**src/rtl/darl_pkg.sv**
```systemverilog
package darl_pkg;

   // Width of an index able to count up to and including n.
   function automatic int unsigned cnt_width(input int unsigned n);
      return (n < 1) ? 1 : $clog2(n + 1);
   endfunction

   // Guard growth bits needed to add k coefficients.
   function automatic int unsigned growth_bits(input int unsigned k);
      return (k <= 1) ? 0 : $clog2(k);
   endfunction

endpackage

```
**src/rtl/darl_capture.sv**
```systemverilog
// Write-enable edge detection, tap slot counter and coefficient bank.
module darl_capture #(
   parameter int COEF_W   = 8,
   parameter int NUM_TAPS = 8,
   parameter int CNT_W    = 4
) (
   input  logic                       clk,
   input  logic                       por_n,
   input  logic                       coef_we,
   input  logic [COEF_W-1:0]          coef_in,
   output logic                       we_rise,
   output logic                       last_cap,
   output logic [NUM_TAPS*COEF_W-1:0] coef_bank
);

   localparam logic [CNT_W-1:0] TAPS_C = CNT_W'(NUM_TAPS);
   localparam logic [CNT_W-1:0] LAST_C = CNT_W'(NUM_TAPS - 1);
   localparam logic [CNT_W-1:0] ONE_C  = CNT_W'(1);

   logic             we_q;
   logic [CNT_W-1:0] cap_cnt;
   logic             cap_take;
   logic [CNT_W-1:0] cap_slot;

   always_ff @(posedge clk or negedge por_n) begin
      if (!por_n) we_q <= 1'b0;
      else        we_q <= coef_we;
   end

   assign we_rise = coef_we & ~we_q;

   // A rising edge always lands in slot 0; otherwise fill the next free slot.
   always_comb begin
      cap_take = 1'b0;
      cap_slot = '0;
      if (we_rise) begin
         cap_take = 1'b1;
      end else if (coef_we && (cap_cnt < TAPS_C)) begin
         cap_take = 1'b1;
         cap_slot = cap_cnt;
      end
   end

   assign last_cap = cap_take && (cap_slot == LAST_C);

   // Counter idles at NUM_TAPS so stray words are dropped.
   always_ff @(posedge clk or negedge por_n) begin
      if (!por_n)        cap_cnt <= TAPS_C;
      else if (cap_take) cap_cnt <= cap_slot + ONE_C;
   end

   for (genvar g = 0; g < NUM_TAPS; g++) begin : g_slot
      logic [COEF_W-1:0] slot_q;
      always_ff @(posedge clk) begin
         if (cap_take && (cap_slot == CNT_W'(g))) slot_q <= coef_in;
      end
      assign coef_bank[g*COEF_W +: COEF_W] = slot_q;
   end


   cnt_bound_chk: assert property (@(posedge clk) disable iff (!por_n)
      cap_cnt <= TAPS_C);


   restart_slot_chk: assert property (@(posedge clk) disable iff (!por_n)
      we_rise |=> (cap_cnt == ONE_C));

endmodule

```
**src/rtl/darl_seq.sv**
```systemverilog
// Fill sequencer: walks table addresses once all taps are captured.
module darl_seq #(
   parameter int IDX_W = 4
) (
   input  logic             clk,
   input  logic             por_n,
   input  logic             we_rise,
   input  logic             last_cap,
   output logic             bld,
   output logic [IDX_W-1:0] idx,
   output logic             done
);

   localparam logic [IDX_W-1:0] LAST_IDX = '1;

   always_ff @(posedge clk or negedge por_n) begin
      if (!por_n) begin
         bld  <= 1'b0;
         idx  <= '0;
         done <= 1'b0;
      end else if (we_rise) begin
         done <= 1'b0;
         idx  <= '0;
         bld  <= last_cap;
      end else if (last_cap) begin
         bld  <= 1'b1;
         idx  <= '0;
      end else if (bld) begin
         if (idx == LAST_IDX) begin
            bld  <= 1'b0;
            done <= 1'b1;
         end else begin
            idx  <= idx + IDX_W'(1);
         end
      end
   end


   done_after_last_chk: assert property (@(posedge clk) disable iff (!por_n)
      $rose(done) |-> ($past(bld) && ($past(idx) == LAST_IDX)));


   done_excl_fill_chk: assert property (@(posedge clk) disable iff (!por_n)
      !(bld && done));


   done_clear_chk: assert property (@(posedge clk) disable iff (!por_n)
      we_rise |=> !done);

endmodule

```
**src/rtl/darl_table.sv**
```systemverilog
// One subset-sum table with its build adder and registered read port.
module darl_table #(
   parameter int COEF_W      = 8,
   parameter int K           = 4,
   parameter int ENT_W       = 10,
   parameter bit COEF_SIGNED = 1'b1
) (
   input  logic                clk,
   input  logic                por_n,
   input  logic [K*COEF_W-1:0] coefs,
   input  logic                bld,
   input  logic [K-1:0]        idx,
   input  logic                done,
   input  logic                filt_rst,
   input  logic                filt_en,
   input  logic [K-1:0]        rd_addr,
   output logic [ENT_W-1:0]    rd_data
);

   localparam int DEPTH = 1 << K;

   logic [ENT_W-1:0]  mem [DEPTH];
   logic [K-1:0]      base_addr;
   logic [COEF_W-1:0] c_sel;
   logic [ENT_W-1:0]  c_ext;
   logic [ENT_W-1:0]  base_val;
   logic [ENT_W:0]    sum_w;
   logic              ext_top;
   logic              base_top;
   logic              ovf_ref;
   logic [ENT_W-1:0]  wr_val;

   function automatic int top_bit(input logic [K-1:0] v);
      int r;
      r = 0;
      for (int b = 0; b < K; b++) begin
         if (v[b]) r = b;
      end
      return r;
   endfunction

   // Entry i = entry(i without its top bit) + coefficient of that bit.
   always_comb begin
      base_addr = idx & ~(K'(1) << top_bit(idx));
      c_sel     = coefs[top_bit(idx)*COEF_W +: COEF_W];
      base_val  = mem[base_addr];
   end

   if (COEF_SIGNED) begin : g_signed
      assign c_ext    = ENT_W'($signed(c_sel));
      assign ext_top  = c_ext[ENT_W-1];
      assign base_top = base_val[ENT_W-1];
      assign ovf_ref  = sum_w[ENT_W-1];
   end else begin : g_unsigned
      assign c_ext    = ENT_W'(c_sel);
      assign ext_top  = 1'b0;
      assign base_top = 1'b0;
      assign ovf_ref  = 1'b0;
   end

   assign sum_w  = {base_top, base_val} + {ext_top, c_ext};
   assign wr_val = (idx == '0) ? '0 : sum_w[ENT_W-1:0];

   always_ff @(posedge clk) begin
      if (bld) mem[idx] <= wr_val;
   end

   always_ff @(posedge clk or negedge por_n) begin
      if (!por_n)        rd_data <= '0;
      else if (filt_rst) rd_data <= '0;
      else if (filt_en)  rd_data <= mem[rd_addr];
   end


   no_overflow_chk: assert property (@(posedge clk) disable iff (!por_n)
      (bld && (idx != '0)) |-> (sum_w[ENT_W] == ovf_ref));


   zero_head_chk: assert property (@(posedge clk) disable iff (!por_n)
      done |-> (mem[0] == '0));


   rd_clear_chk: assert property (@(posedge clk) disable iff (!por_n)
      filt_rst |=> (rd_data == '0));


   rd_hold_chk: assert property (@(posedge clk) disable iff (!por_n)
      (!filt_rst && !filt_en) |=> $stable(rd_data));

endmodule

```
**src/rtl/da_coef_reload.sv**
```systemverilog
// Distributed-arithmetic coefficient reload engine (top).
module da_coef_reload
   import darl_pkg::*;
#(
   parameter int COEF_W       = 8,
   parameter int NUM_TAPS     = 8,
   parameter int TAPS_PER_TBL = 4,
   parameter bit COEF_SIGNED  = 1'b1,
   localparam int NUM_TBL     = NUM_TAPS / TAPS_PER_TBL,
   localparam int ENT_W       = COEF_W + growth_bits(TAPS_PER_TBL)
) (
   input  logic                            clk,
   input  logic                            por_n,
   input  logic                            filt_rst,
   input  logic                            filt_en,
   input  logic                            coef_we,
   input  logic [COEF_W-1:0]               coef_in,
   input  logic [NUM_TBL*TAPS_PER_TBL-1:0] tbl_rd_addr,
   output logic [NUM_TBL*ENT_W-1:0]        tbl_rd_data,
   output logic                            reload_done
);

   localparam int CNT_W = cnt_width(NUM_TAPS);

   if (COEF_W < 2) begin : g_bad_w
      $error("da_coef_reload: COEF_W must be at least 2");
   end
   if (TAPS_PER_TBL < 1 || TAPS_PER_TBL > 10) begin : g_bad_k
      $error("da_coef_reload: TAPS_PER_TBL must lie in 1..10");
   end
   if (NUM_TAPS < TAPS_PER_TBL || (NUM_TAPS % TAPS_PER_TBL) != 0) begin : g_bad_n
      $error("da_coef_reload: NUM_TAPS must be a multiple of TAPS_PER_TBL");
   end

   logic                       we_rise;
   logic                       last_cap;
   logic [NUM_TAPS*COEF_W-1:0] coef_bank;
   logic                       bld;
   logic [TAPS_PER_TBL-1:0]    idx;
   logic                       done;

   darl_capture #(
      .COEF_W   (COEF_W),
      .NUM_TAPS (NUM_TAPS),
      .CNT_W    (CNT_W)
   ) u_capture (
      .clk       (clk),
      .por_n     (por_n),
      .coef_we   (coef_we),
      .coef_in   (coef_in),
      .we_rise   (we_rise),
      .last_cap  (last_cap),
      .coef_bank (coef_bank)
   );

   darl_seq #(
      .IDX_W (TAPS_PER_TBL)
   ) u_seq (
      .clk      (clk),
      .por_n    (por_n),
      .we_rise  (we_rise),
      .last_cap (last_cap),
      .bld      (bld),
      .idx      (idx),
      .done     (done)
   );

   for (genvar t = 0; t < NUM_TBL; t++) begin : g_tbl
      darl_table #(
         .COEF_W      (COEF_W),
         .K           (TAPS_PER_TBL),
         .ENT_W       (ENT_W),
         .COEF_SIGNED (COEF_SIGNED)
      ) u_table (
         .clk      (clk),
         .por_n    (por_n),
         .coefs    (coef_bank[t*TAPS_PER_TBL*COEF_W +: TAPS_PER_TBL*COEF_W]),
         .bld      (bld),
         .idx      (idx),
         .done     (done),
         .filt_rst (filt_rst),
         .filt_en  (filt_en),
         .rd_addr  (tbl_rd_addr[t*TAPS_PER_TBL +: TAPS_PER_TBL]),
         .rd_data  (tbl_rd_data[t*ENT_W +: ENT_W])
      );
   end

   assign reload_done = done;

endmodule

```
**config.mk**
```make
export PLATFORM = sky130hd
export DESIGN_NAME = da_coef_reload
export DESIGN_NICKNAME = d
export VERILOG_FILES = /design/src/rtl/darl_pkg.sv /design/src/rtl/darl_capture.sv /design/src/rtl/darl_seq.sv /design/src/rtl/darl_table.sv /design/src/rtl/da_coef_reload.sv
export SDC_FILE = /design/constraint.sdc
export NUM_CORES = 1
export LEC_CHECK = 0
export BUFFER_PORTS_ARGS = -buffer_cell sky130_fd_sc_hd__clkbuf_2
export CAP_MARGIN = 20
export CORE_UTILIZATION = 55
export CTS_BUF_LIST = sky130_fd_sc_hd__clkbuf_4
export DETAILED_ROUTE_END_ITERATION = 8
export GPL_ROUTABILITY_DRIVEN = 0
export PLACE_DENSITY = 0.68
export SLEW_MARGIN = 10
export SYNTH_ARGS = -nofsm -noshare
export SYNTH_HDL_FRONTEND = slang
export SYNTH_SLANG_ARGS = --single-unit
```
**constraint.sdc**
```tcl
create_clock -name clk -period 10.8 [get_ports clk]
set_input_delay 0.54 -clock clk [delete_from_list [all_inputs] [get_ports clk]]
set_output_delay 0.54 -clock clk [all_outputs]
set_load 0.02 [all_outputs]
```
==> flow_metrics.py <==
metrics = {
    "logic_synthesis": {
        "synthTopCellsByArea": "edfxtp_1 (63%), mux4_2 (11%), dfrtp_1 (4.1%)",
        "synth_warnings": 0,
        "synthCells": 1097,
        "synthArstFlopShare_pct": 7.47,
        "synth_top_area_share_pct": 63.4,
        "synth_ff_type": "edfxtp_1",
        "ys_types": 47,
        "netlist_area_sq_mm": 0.0182,
        "syn-num-nets": 1146,
        "synth.yosys.seq_area_share_pct": 67.7,
        "synth_area_per_cell_sq_um": 16.6,
        "yosys.area.top_type": "edfxtp_1",
        "synth_edf_count": 384,
        "ys_ff_latch": 415,
    },
    "finish": {
        "layout_commonest_cell": "edfxtp_1",
        "finalInstanceArea_sq_mm": 0.0205,
        "syn_to_final_growth_pct": 12.8,
        "nets": 1274,
        "mostFrequentLayoutCells": "edfxtp_1 (384), clkbuf_4 (159), nand2_1 (108)",
        "drive_gt1_share_pct": 29.1,
        "fill_cells": 2425,
    },
    "cts": {
        "cts_sinks": 415,
        "clock_latency_ns": 0.80,
        "ctsHtreeMaxLevel": 3,
        "numCtsBuffers": 105,
        "cts-root-buf": "clkbuf_4",
        "cts-root-to-sink-buffers": 3,
        "clkTransAtPathRegs_ns": 0.07,
        "cts_resized": 0,
        "tritoncts": "built",
    },
    "sta": {
        "min_period_ns": 4.59,
        "final.setup.tns_ns": 0,
        "fmax_mhz": 218,
        "worst_pin_slew_ns": 1.10,
        "hold_violations": 0,
        "setup_viol": 0,
        "fin_crit_sh_pct": 42.5,
        "clock_skew_ns": 0.0550,
        "rsz0062_at_grt": "false",
        "max_slew_margin_pct": 26.8,
        "slew_viol_final": 0,
    },
    "placed_design": {
        "dpl.hpwl_um": 24400,
        "dpl_cell_area_sq_mm": 0.0189,
        "io_buffers": 41,
    },
    "min_path": {
        "hold_depth": 1,
        "hp-class": "in2reg",
    },
    "setup_path": {
        "path_class": "reg2reg",
        "reg2reg_depth": 14,
        "start_kind": "flop",
        "required_ns": 11.39,
        "cp_max_fo": 38,
        "endpoint_kind": "flop",
        "crit_arrival_ns": 5.19,
    },
    "floorplanning": {
        "dieArea_sq_mm": 0.0338,
        "fp-row-count": 66,
        "die_h_um": 184,
        "start_util_pct": 55.9,
        "core_area_sq_mm": 0.0325,
        "chipWidth_um": 184,
        "ios": 42,
    },
    "routing": {
        "first_iter_violations": 971,
        "drc_errors": 0,
        "wl_per_cell_um": 23.8,
        "routed_via_density": 6.06,
        "wl_um": 41800,
        "drtAntennaViolNets": 0,
        "drtPass1Iterations": 5,
        "num_vias": 10700,
    },
    "global_routing": {
        "gr-total-overflow": 0,
        "grt_pass1_wl_um": 63000,
        "grt_usage_pct": 25.8,
        "grt_pass1_vias": 10900,
        "antenna_found_initial": 2,
        "grt_max_degree": 78,
    },
    "status": {
        "status": "finished clean",
    },
    "run": {
        "drv_cap": 0,
    },
    "power": {
        "p_per_area_mw_per_mm2": 160,
        "ir_drop_mv": 0.112,
        "power.static_leakage_nw": 7.17,
    },
}
-- kinds of logic after synthesis --
kind of cell	synth area share, %
compound gates	6.39
simple gates	6.78
flops	67.7
buf+inv	2.35
mux	14.5
xor+xnor	0.289
fa+ha+maj	2.01
-- per-layer routing --
layer | up-vias | wire (um) | global-route usage (%)
met2 | 351 | 21000 | 42.7
met4 | 0 | 1160 | 10.6
met3 | 73 | 2220 | 5.27
met5 | - | 0 | 0
met1 | 5509 | 17400 | 33.5
li1 | 4731 | - | -
-- worst max-delay path, cell delays in order (launching register included) --
cell      delay [ns]
dfrtp_2         0.76
buf_4           0.52
o31ai_4         0.12
buf_4           0.30
a221oi_1        0.38
a211oi_1        0.10
a31o_2          0.27
ha_1            0.33
nor2b_1         0.16
o21a_1          0.20
o21a_1          0.18
o21a_1          0.18
o21a_1          0.16
nor3_1          0.41
buf_2           0.29
-- where the power goes --
part / switching (mW) / internal (mW)
Clock: 0.626 / 0.769
Combinational: 0.0710 / 0.0610
Sequential: 0.00532 / 1.75
Total: 0.702 / 2.57
-- registers in the layout (all words and copies together), names as in the netlist --
| name | count |
|---|---|
| g_tbl.u_table.mem | 320 |
| u_capture.g_slot.slot_q | 64 |
| g_tbl.u_table.rd_data | 20 |
| u_capture.cap_cnt | 4 |
| u_seq.idx | 4 |
| u_capture.we_q | 1 |
| u_seq.bld | 1 |
| u_seq.done | 1 |
-- stage by stage --
stage | util (%) | total power [mW] | worst slack (ns) | hold slack [ns] | instances
after floorplan | - | 1.88 | 6.93 | 0.244 | 1097
after detailed placement | 58.2 | 1.92 | 6.11 | 0.491 | 1549
after CTS | 62.8 | 3.31 | 6.04 | 0.00392 | 1753
final | 63.0 | 3.28 | 6.21 | 0.0879 | 1759
after global placement | 58.1 | 1.91 | 5.96 | 0.483 | 1547
after global routing | 63.0 | 3.40 | 5.92 | 0.0211 | 1759
-- final timing paths --
check | endpoint | start | slack, ns
hold / removal | u_capture.g_slot[7].slot_q[5]$_DFFE_PP_ | coef_in[5] | 0.09
hold reg to reg | g_tbl[0].u_table.rd_data[5]$_DFFE_PN0P_ | g_tbl[0].u_table.rd_data[5]$_DFFE_PN0P_ | 0.50
min in group asynchronous | g_tbl[1].u_table.rd_data[8]$_DFFE_PN0P_ | por_n | 0.19
max in group asynchronous | u_capture.cap_cnt[3]$_DFFE_PN1P_ | por_n | 10.08
setup reg to reg | g_tbl[0].u_table.mem[14][6]$_DFFE_PP_ | u_seq.idx[0]$_DFFE_PN0P_ | 6.21
setup / recovery | g_tbl[0].u_table.mem[14][6]$_DFFE_PP_ | u_seq.idx[0]$_DFFE_PN0P_ | 6.21
-- repair_timing --
item                                   CTS  global route
setup buffers                            0             0
endpoints found under the hold margin   43             1
hold buffers                             7             1
-- layout make-up --
| class | count | area [sq um] | area share, % |
|---|---|---|---|
| flip-flops and latches | 415 | 12300 | 60.1 |
| multi-input cells | 596 | 5510 | 26.9 |
| clock buffers | 159 | 1190 | 5.82 |
| repair buffers | 91 | 608 | 2.97 |
| well taps | 442 | 553 | 2.70 |
| clock inverters | 38 | 256 | 1.25 |
| inverters | 16 | 60.1 | 0.293 |
| diodes | 2 | 5.00 | 0.0244 |
-- synth_stat cells (19+ instances only) --
cell,n
dfrtp_1,30
a211oi_1,24
edfxtp_1,384
nand2_1,108
a221oi_1,20
mux4_2,92
ha_1,26
nor3_1,19
a22o_1,20
mux2i_1,35
clkbuf_1,31
nor2_1,37
o21ai_0,25
a21oi_1,27
nand3_1,49
nor2b_1,23
Power figures use the tool's default switching activity.
